`config.mk`:
```
export PLATFORM = sky130hd
export DESIGN_NAME = card_socket_regs
export DESIGN_NICKNAME = d
export VERILOG_FILES = /design/src/rtl/csr_pkg.sv /design/src/rtl/csr_sync.sv /design/src/rtl/csr_ctrl.sv /design/src/rtl/csr_datapath.sv /design/src/rtl/card_socket_regs.sv
export SDC_FILE = /design/constraint.sdc
export NUM_CORES = 1
export LEC_CHECK = 0
export ABC_AREA = 1
export BUFFER_PORTS_ARGS = -buffer_cell sky130_fd_sc_hd__buf_2
export CAP_MARGIN = 20
export CORE_MARGIN = 2
export CORE_UTILIZATION = 30
export DETAILED_ROUTE_END_ITERATION = 10
export PLACE_DENSITY_LB_ADDON = 0.08
export SETUP_SLACK_MARGIN = 0.5
export SKIP_CTS_REPAIR_TIMING = 1
export SYNTH_ARGS = -nofsm -noshare
export SYNTH_HDL_FRONTEND = slang
export SYNTH_SLANG_ARGS = --single-unit
```
`constraint.sdc`:
```
create_clock -name clk -period 0.85 [get_ports clk]
set_input_delay 0.1275 -clock clk [delete_from_list [all_inputs] [get_ports clk]]
set_output_delay 0.1275 -clock clk [all_outputs]
set_load 0.05 [all_outputs]
```
`src/rtl/csr_pkg.sv`:
```
package csr_pkg;
  localparam logic [31:0] ID_WORD     = 32'h4103_4003;
  localparam logic [31:0] DECODE_WORD = 32'h0000_0011;
  localparam int WP_POS    = 0;
  localparam int CARD_POS  = 3;
  localparam int IDX_ID    = 0;
  localparam int IDX_FLASH = 1;
  localparam int IDX_INT   = 2;
  localparam int IDX_DEC   = 3;

  typedef enum logic [1:0] {
    SRC_ZERO = 2'd0,
    SRC_ID   = 2'd1,
    SRC_INT  = 2'd2,
    SRC_DEC  = 2'd3
  } rdSrc_e;

  typedef struct packed {
    logic   rdLoad;
    rdSrc_e rdSrc;
    logic   clrCard;
  } strobe_t;
endpackage

```
`src/rtl/csr_sync.sv`:
```
module csr_sync #(
  parameter int STAGES = 2
) (
  input  logic clk,
  input  logic rstN,
  input  logic asyncIn,
  output logic syncOut
);
  logic [STAGES-1:0] chain;

  generate
    for (genvar i = 0; i < STAGES; i++) begin : g_stage
      if (i == 0) begin : g_first
        always_ff @(posedge clk) begin
          if (!rstN) chain[0] <= 1'b0;
          else       chain[0] <= asyncIn;
        end
      end else begin : g_next
        always_ff @(posedge clk) begin
          if (!rstN) chain[i] <= 1'b0;
          else       chain[i] <= chain[i-1];
        end
      end
    end
  endgenerate

  assign syncOut = chain[STAGES-1];
endmodule

```
`src/rtl/csr_ctrl.sv`:
```
module csr_ctrl
  import csr_pkg::*;
#(
  parameter int ADDR_W = 6,
  parameter int DATA_W = 32
) (
  input  logic              clk,
  input  logic              rstN,
  input  logic [ADDR_W-1:0] busAddr,
  input  logic              busWrEn,
  input  logic [DATA_W-1:0] busWrData,
  input  logic              busRdEn,
  output strobe_t           strb
);
  localparam logic [DATA_W-1:0] CARD_MASK = DATA_W'(1) << CARD_POS;

  logic hitInt;
  assign hitInt = (busAddr == ADDR_W'(IDX_INT));

  always_comb begin
    strb         = '0;
    strb.rdLoad  = busRdEn;
    strb.clrCard = busWrEn && hitInt && (|(busWrData & CARD_MASK));
    if (busAddr == ADDR_W'(IDX_ID))       strb.rdSrc = SRC_ID;
    else if (hitInt)                       strb.rdSrc = SRC_INT;
    else if (busAddr == ADDR_W'(IDX_DEC)) strb.rdSrc = SRC_DEC;
    else                                   strb.rdSrc = SRC_ZERO;
  end

  // a write away from the interrupt word never clears the card bit
  p_other_write_r8: assert property (@(posedge clk) disable iff (!rstN)
    (busWrEn && !hitInt) |-> !strb.clrCard);
  // a write with bit 3 low never clears
  p_bit3_low_r5: assert property (@(posedge clk) disable iff (!rstN)
    (busWrEn && !busWrData[CARD_POS]) |-> !strb.clrCard);
endmodule

```
`src/rtl/csr_datapath.sv`:
```
module csr_datapath
  import csr_pkg::*;
#(
  parameter int DATA_W      = 32,
  parameter int SYNC_STAGES = 2
) (
  input  logic              clk,
  input  logic              rstN,
  input  strobe_t           strb,
  input  logic              wpIn,
  input  logic              detectIn,
  output logic [DATA_W-1:0] rdData,
  output logic              cardIrq
);
  logic wpSync, detSync, cardLatched;
  logic [DATA_W-1:0] intWord, rdNext;

  csr_sync #(.STAGES(SYNC_STAGES)) i_wpSync (
    .clk(clk), .rstN(rstN), .asyncIn(wpIn), .syncOut(wpSync));
  csr_sync #(.STAGES(SYNC_STAGES)) i_detSync (
    .clk(clk), .rstN(rstN), .asyncIn(detectIn), .syncOut(detSync));

  // sticky card-present bit: set wins over a same-cycle clear
  always_ff @(posedge clk) begin
    if (!rstN)              cardLatched <= 1'b0;
    else if (detSync)       cardLatched <= 1'b1;
    else if (strb.clrCard)  cardLatched <= 1'b0;
  end

  always_comb begin
    intWord           = '0;
    intWord[WP_POS]   = wpSync;
    intWord[CARD_POS] = cardLatched;
  end

  always_comb begin
    unique case (strb.rdSrc)
      SRC_ID:  rdNext = DATA_W'(ID_WORD);
      SRC_INT: rdNext = intWord;
      SRC_DEC: rdNext = DATA_W'(DECODE_WORD);
      default: rdNext = '0;
    endcase
  end

  always_ff @(posedge clk) begin
    if (!rstN)            rdData <= '0;
    else if (strb.rdLoad) rdData <= rdNext;
  end

  assign cardIrq = cardLatched;

  // cycles since reset, saturating, for the history-based check
  logic [1:0] upCnt;
  always_ff @(posedge clk) begin
    if (!rstN)              upCnt <= '0;
    else if (upCnt != 2'd3) upCnt <= upCnt + 2'd1;
  end

  // the card bit holds unless a clear arrives
  p_sticky_r4: assert property (@(posedge clk) disable iff (!rstN)
    (cardLatched && !strb.clrCard) |=> cardLatched);
  // a synchronized detect always leaves the bit set
  p_set_wins_r6: assert property (@(posedge clk) disable iff (!rstN)
    detSync |=> cardLatched);
  // a clear without a detect drops the bit
  p_clear_r5: assert property (@(posedge clk) disable iff (!rstN)
    (strb.clrCard && !detSync) |=> !cardLatched);
  // the interrupt only rises after a detect
  p_irq_rise_r7: assert property (@(posedge clk) disable iff (!rstN)
    $rose(cardIrq) |-> $past(detSync));
  // read data is stable between reads
  p_rd_hold_r9: assert property (@(posedge clk) disable iff (!rstN)
    !strb.rdLoad |=> $stable(rdData));
  // the write-protect bit follows its input two edges late
  p_wp_track_r3: assert property (@(posedge clk) disable iff (!rstN)
    (SYNC_STAGES == 2 && upCnt == 2'd3) |-> (intWord[WP_POS] == $past(wpIn, 2)));
endmodule

```
`src/rtl/card_socket_regs.sv`:
```
module card_socket_regs
  import csr_pkg::*;
#(
  parameter int ADDR_W      = 6,
  parameter int DATA_W      = 32,
  parameter int SYNC_STAGES = 2
) (
  input  logic              clk,
  input  logic              rstN,
  input  logic [ADDR_W-1:0] busAddr,
  input  logic              busWrEn,
  input  logic [DATA_W-1:0] busWrData,
  input  logic              busRdEn,
  output logic [DATA_W-1:0] busRdData,
  input  logic              wpIn,
  input  logic              detectIn,
  output logic              cardIrq
);
  strobe_t strb;

  csr_ctrl #(.ADDR_W(ADDR_W), .DATA_W(DATA_W)) i_ctrl (
    .clk(clk), .rstN(rstN), .busAddr(busAddr), .busWrEn(busWrEn),
    .busWrData(busWrData), .busRdEn(busRdEn), .strb(strb));

  csr_datapath #(.DATA_W(DATA_W), .SYNC_STAGES(SYNC_STAGES)) i_dp (
    .clk(clk), .rstN(rstN), .strb(strb), .wpIn(wpIn), .detectIn(detectIn),
    .rdData(busRdData), .cardIrq(cardIrq));

  // nothing is pending straight out of reset
  p_reset_r1: assert property (@(posedge clk)
    !rstN |=> (!cardIrq && busRdData == '0));
endmodule

```
Word level (Yosys, flattened, before mapping)
Cells that the tools add are included.
{ "totals": {"output_inout_bits": 33, "regBits": 37} }
{ "classes": {"n_eq_ne": 5, "reduce_logical": 4, "n_mux": 6} }
{ "ops": {"columns": ["operator", "n"], "rows": [
  ["$pmux 31 s3", 1],
  ["$eq 6x2->1 const B", 2],
  ["$logic_not 6->1", 1],
  ["$mux 2", 3],
  ["$eq 2x2->1 const B", 2],
  ["$eq 2x1->1 const B", 1],
  ["$logic_and 1x1->1", 2],
  ["$mux 1", 2],
  ["$reduce_bool 2->1", 1]
]} }

Logic depth before layout (Yosys ltp)
{ "logic_depth": {"depth_word": 6, "ltp_mapped": 6, "ltp_nobuf": 6} }

Modules after synthesis
A second synthesis with hierarchy kept.
{ "hier_totals": {"hier_cells": 87, "area_unflattened_um2": 593.1} }
{ "modules_own_cells": {"columns": ["mod", "instances", "area_each_um2", "cells_per_inst"], "rows": [
  ["csr_datapath", 1, 416.6, 59],
  ["csr_sync", 2, 55.1, 6],
  ["csr_ctrl", 1, 66.3, 16]
]} }

Worst setup path after synthesis
Ideal clock, no wire load.
{ "synth_path": {"path_kind": "register -> output", "start": "reg, netlist name i_dp.rdData[24]", "end": "out busRdData[14]", "stages_incl_launch_ff": 2, "slack_ns": -0.265, "arrival_time_ns": 0.988, "cell_sequence": "dfxtp_1 buf_4"} }
{ "synth_rtl": {"columns": ["item", "line", "text"], "rows": [
  ["end, declared", "card_socket_regs.sv:14", "output logic [DATA_W-1:0] busRdData,"]
]} }

==> results by group <==
Setup path
  – Crit Path Class: reg2out
  – Worst setup EP type: primary output
  – Slowest CP cell: dfxtp_4
  – CP max stage delay: 400 ps
  – Crit path max fanout: 7
  – Crit path max-delay family: flip-flops
  – Critical path required time: 720 ps
  – WP data arrival: 830 ps
  – Crit-path cells: buf_6
  – CP bufs+invs: 1
  – CP startpoint kind: flip-flop

STA
  – Worst hold slack: 50.1 ps
  – RSZ-0062 raised after global routing: yes
  – Worst Skew: 0.0392 ps
  – Maximum clock frequency: 1050 MHz
  – Fin. Hold Viols: 0
  – Fin crit period: 954 ps
  – Final worst setup slack: -104 ps
  – Max Slew Vio Count: 0
  – Final period utilization: 112%
  – Final setup fails: 10

Place
  – Routability cong.: 0.634
  – Placed cells: 117
  – IO Port Bufs: 22
  – Post-DP HPWL: 743 um

Min path
  – Hold Crit Class: in2reg

Routing
  – Antenna-violating nets left: 0
  – DRC viols: 0
  – Vias per inst: 3.51
  – DR vias: 428
  – Routed WL: 919 um
  – Drt initial violations: 7
  – DR pass1 iterations: 2
  – WL per Instance: 7.53 um

Cells and area
  – ANT cells: 0
  – Fin cells: 122
  – Post-layout util: 41.3%
  – Number of fillers in the final layout: 200
  – FF+latch area: 200 um2
  – Final nets: 142
  – Footprint of the multi-input gates: 239 um2
  – Area Overhead vs Synth: 28.1%
  – Share of post-route cells with drive strength above 1: 43.3%

Logic synthesis
  – Average instance area after synthesis: 7.39 um2
  – Register area share after synthesis: 31.6%
  – Post-synthesis cell type count: 12
  – Syn Std Cell Area: 569 um2
  – Synth Warn #: 0
  – Mapped Cells: 77
  – Synth Register Bits: 9

Clock tree
  – CTS buffer count: 3
  – Root Driver: clkbuf_4
  – Worst-path clk slew: 70 ps
  – Num Clock Sinks: 9
  – TritonCTS clock tree: done
  – CTS max path bufs: 2
  – Worst skew pair latency: 250 ps
  – H-Tree Level Count: 1

Run status
  – Status: finished, violations left
  – Failing checks: negative setup slack

Global routing
  – GRT overflow: 0
  – First-pass GRT wire length: 1.20 mm
  – GRT Util Overall: 7.70%
  – Vias in the first global route: 314
  – Antenna violations before repair: 0
  – Largest net degree at the start of global routing: 10

Floorplan
  – Total core area: 1760 um2
  – Die width: 47.6 um
  – Die H: 47.6 um
  – Ports: 77
  – Row cnt: 15
  – Die ar.: 2260 um2
  – Initial Utilization: 32.3%

Power and ir drop
  – Pwr Density: 1700 nW/um2
  – IR drop worst, VDD: 862 uV
  – Pleak: 0.000390 uW

Flow run
  – Total of max-cap violations: 0
## routing by layer
metal	global-route usage (%)	part of all wire, %	up-vias
li1	-	-	224
met1	9.79	43	176
met2	12.2	46	28
met3	2.26	11	0
met4	3.24	0	0
met5	0	0	-
## where the power goes
group | internal, uW | total (uW) | switching [uW]
logic | 95.0 | 459 | 364
registers | 436 | 454 | 18.0
clock network | 180 | 324 | 144
## layout by cell type, fill, tap and decap left out, drive strengths merged
cell type and count:
nand2 7, a21oi 4, nand4 2, buf 23, conb 23, o21ai 4, nand3 4, clkbuf 4
nor2 7, inv 10, dfxtp 9
## sequential cells by signal, indices dropped and copies added (netlist names)
register and cells:
i_dp.rdData 4, i_dp.cardIrq 1, i_dp.i_detSync.syncOut 1, i_dp.i_detSync.chain 1, i_dp.i_wpSync.chain 1, i_dp.i_wpSync.syncOut 1
## cell families after synthesis
kind of cell / share of synthesized area [%]
AO/OA/AOI/OAI: 7.03
buffers and inverters: 44.4
flip-flops: 31.6
other: 0.659
AND/OR/NAND/NOR: 16.3
## through the flow
step	setup WS [ps]	power [uW]	setup TNS, ps	cell area [um2]
3_5_place_dp	-16.5	865	-16.5	597
6_report	-104	1240	-719	729
2_1_floorplan	70.0	915	0	698
4_1_cts	-170	1190	-1530	623
5_1_grt	-133	1300	-959	729
3_3_place_gp	-8.09	863	-8.09	597
## cells in the mapped netlist
library cell	count	area share, %
buf_4	28	37
clkbuf_2	1	0.88
conb_1	1	0.66
a21oi_1	4	3.5
o21ai_0	4	3.5
nand3_1	4	3.5
nor2_1	4	2.6
nand4_1	2	2.2
nor2_2	3	3.3
dfxtp_1	9	32
inv_1	10	6.6
nand2_1	7	4.6
## area by class of cell
| cell class | instances | area share (%) |
|---|---|---|
| Inverter | 10 | 5.15 |
| Tap cell | 25 | 4.29 |
| Timing Repair Buffer | 23 | 26.8 |
| Sequential cell | 9 | 27.4 |
| Clock buffer | 4 | 3.60 |
| Multi-Input combinational cell | 51 | 32.8 |
## worst register-to-register path, stage by stage (launching register included)
cell	delay [ps]
dfxtp_4	380
buf_4	140
o21ai_2	120
a21oi_2	40
## final timing paths
path | from | end | slack, ps | depth (start not counted)
setup / recovery | i_dp.rdData[24] | busRdData[17] | -100 | 1
hold / removal | wpIn | i_dp.i_wpSync.chain[0] | 50 | 3
setup reg to reg | i_dp.rdData[24] | i_dp.rdData[24] | 70 | 3
hold reg to reg | i_dp.i_wpSync.chain[0] | i_dp.i_wpSync.syncOut | 400 | 2
Power figures use the tool's default switching activity.
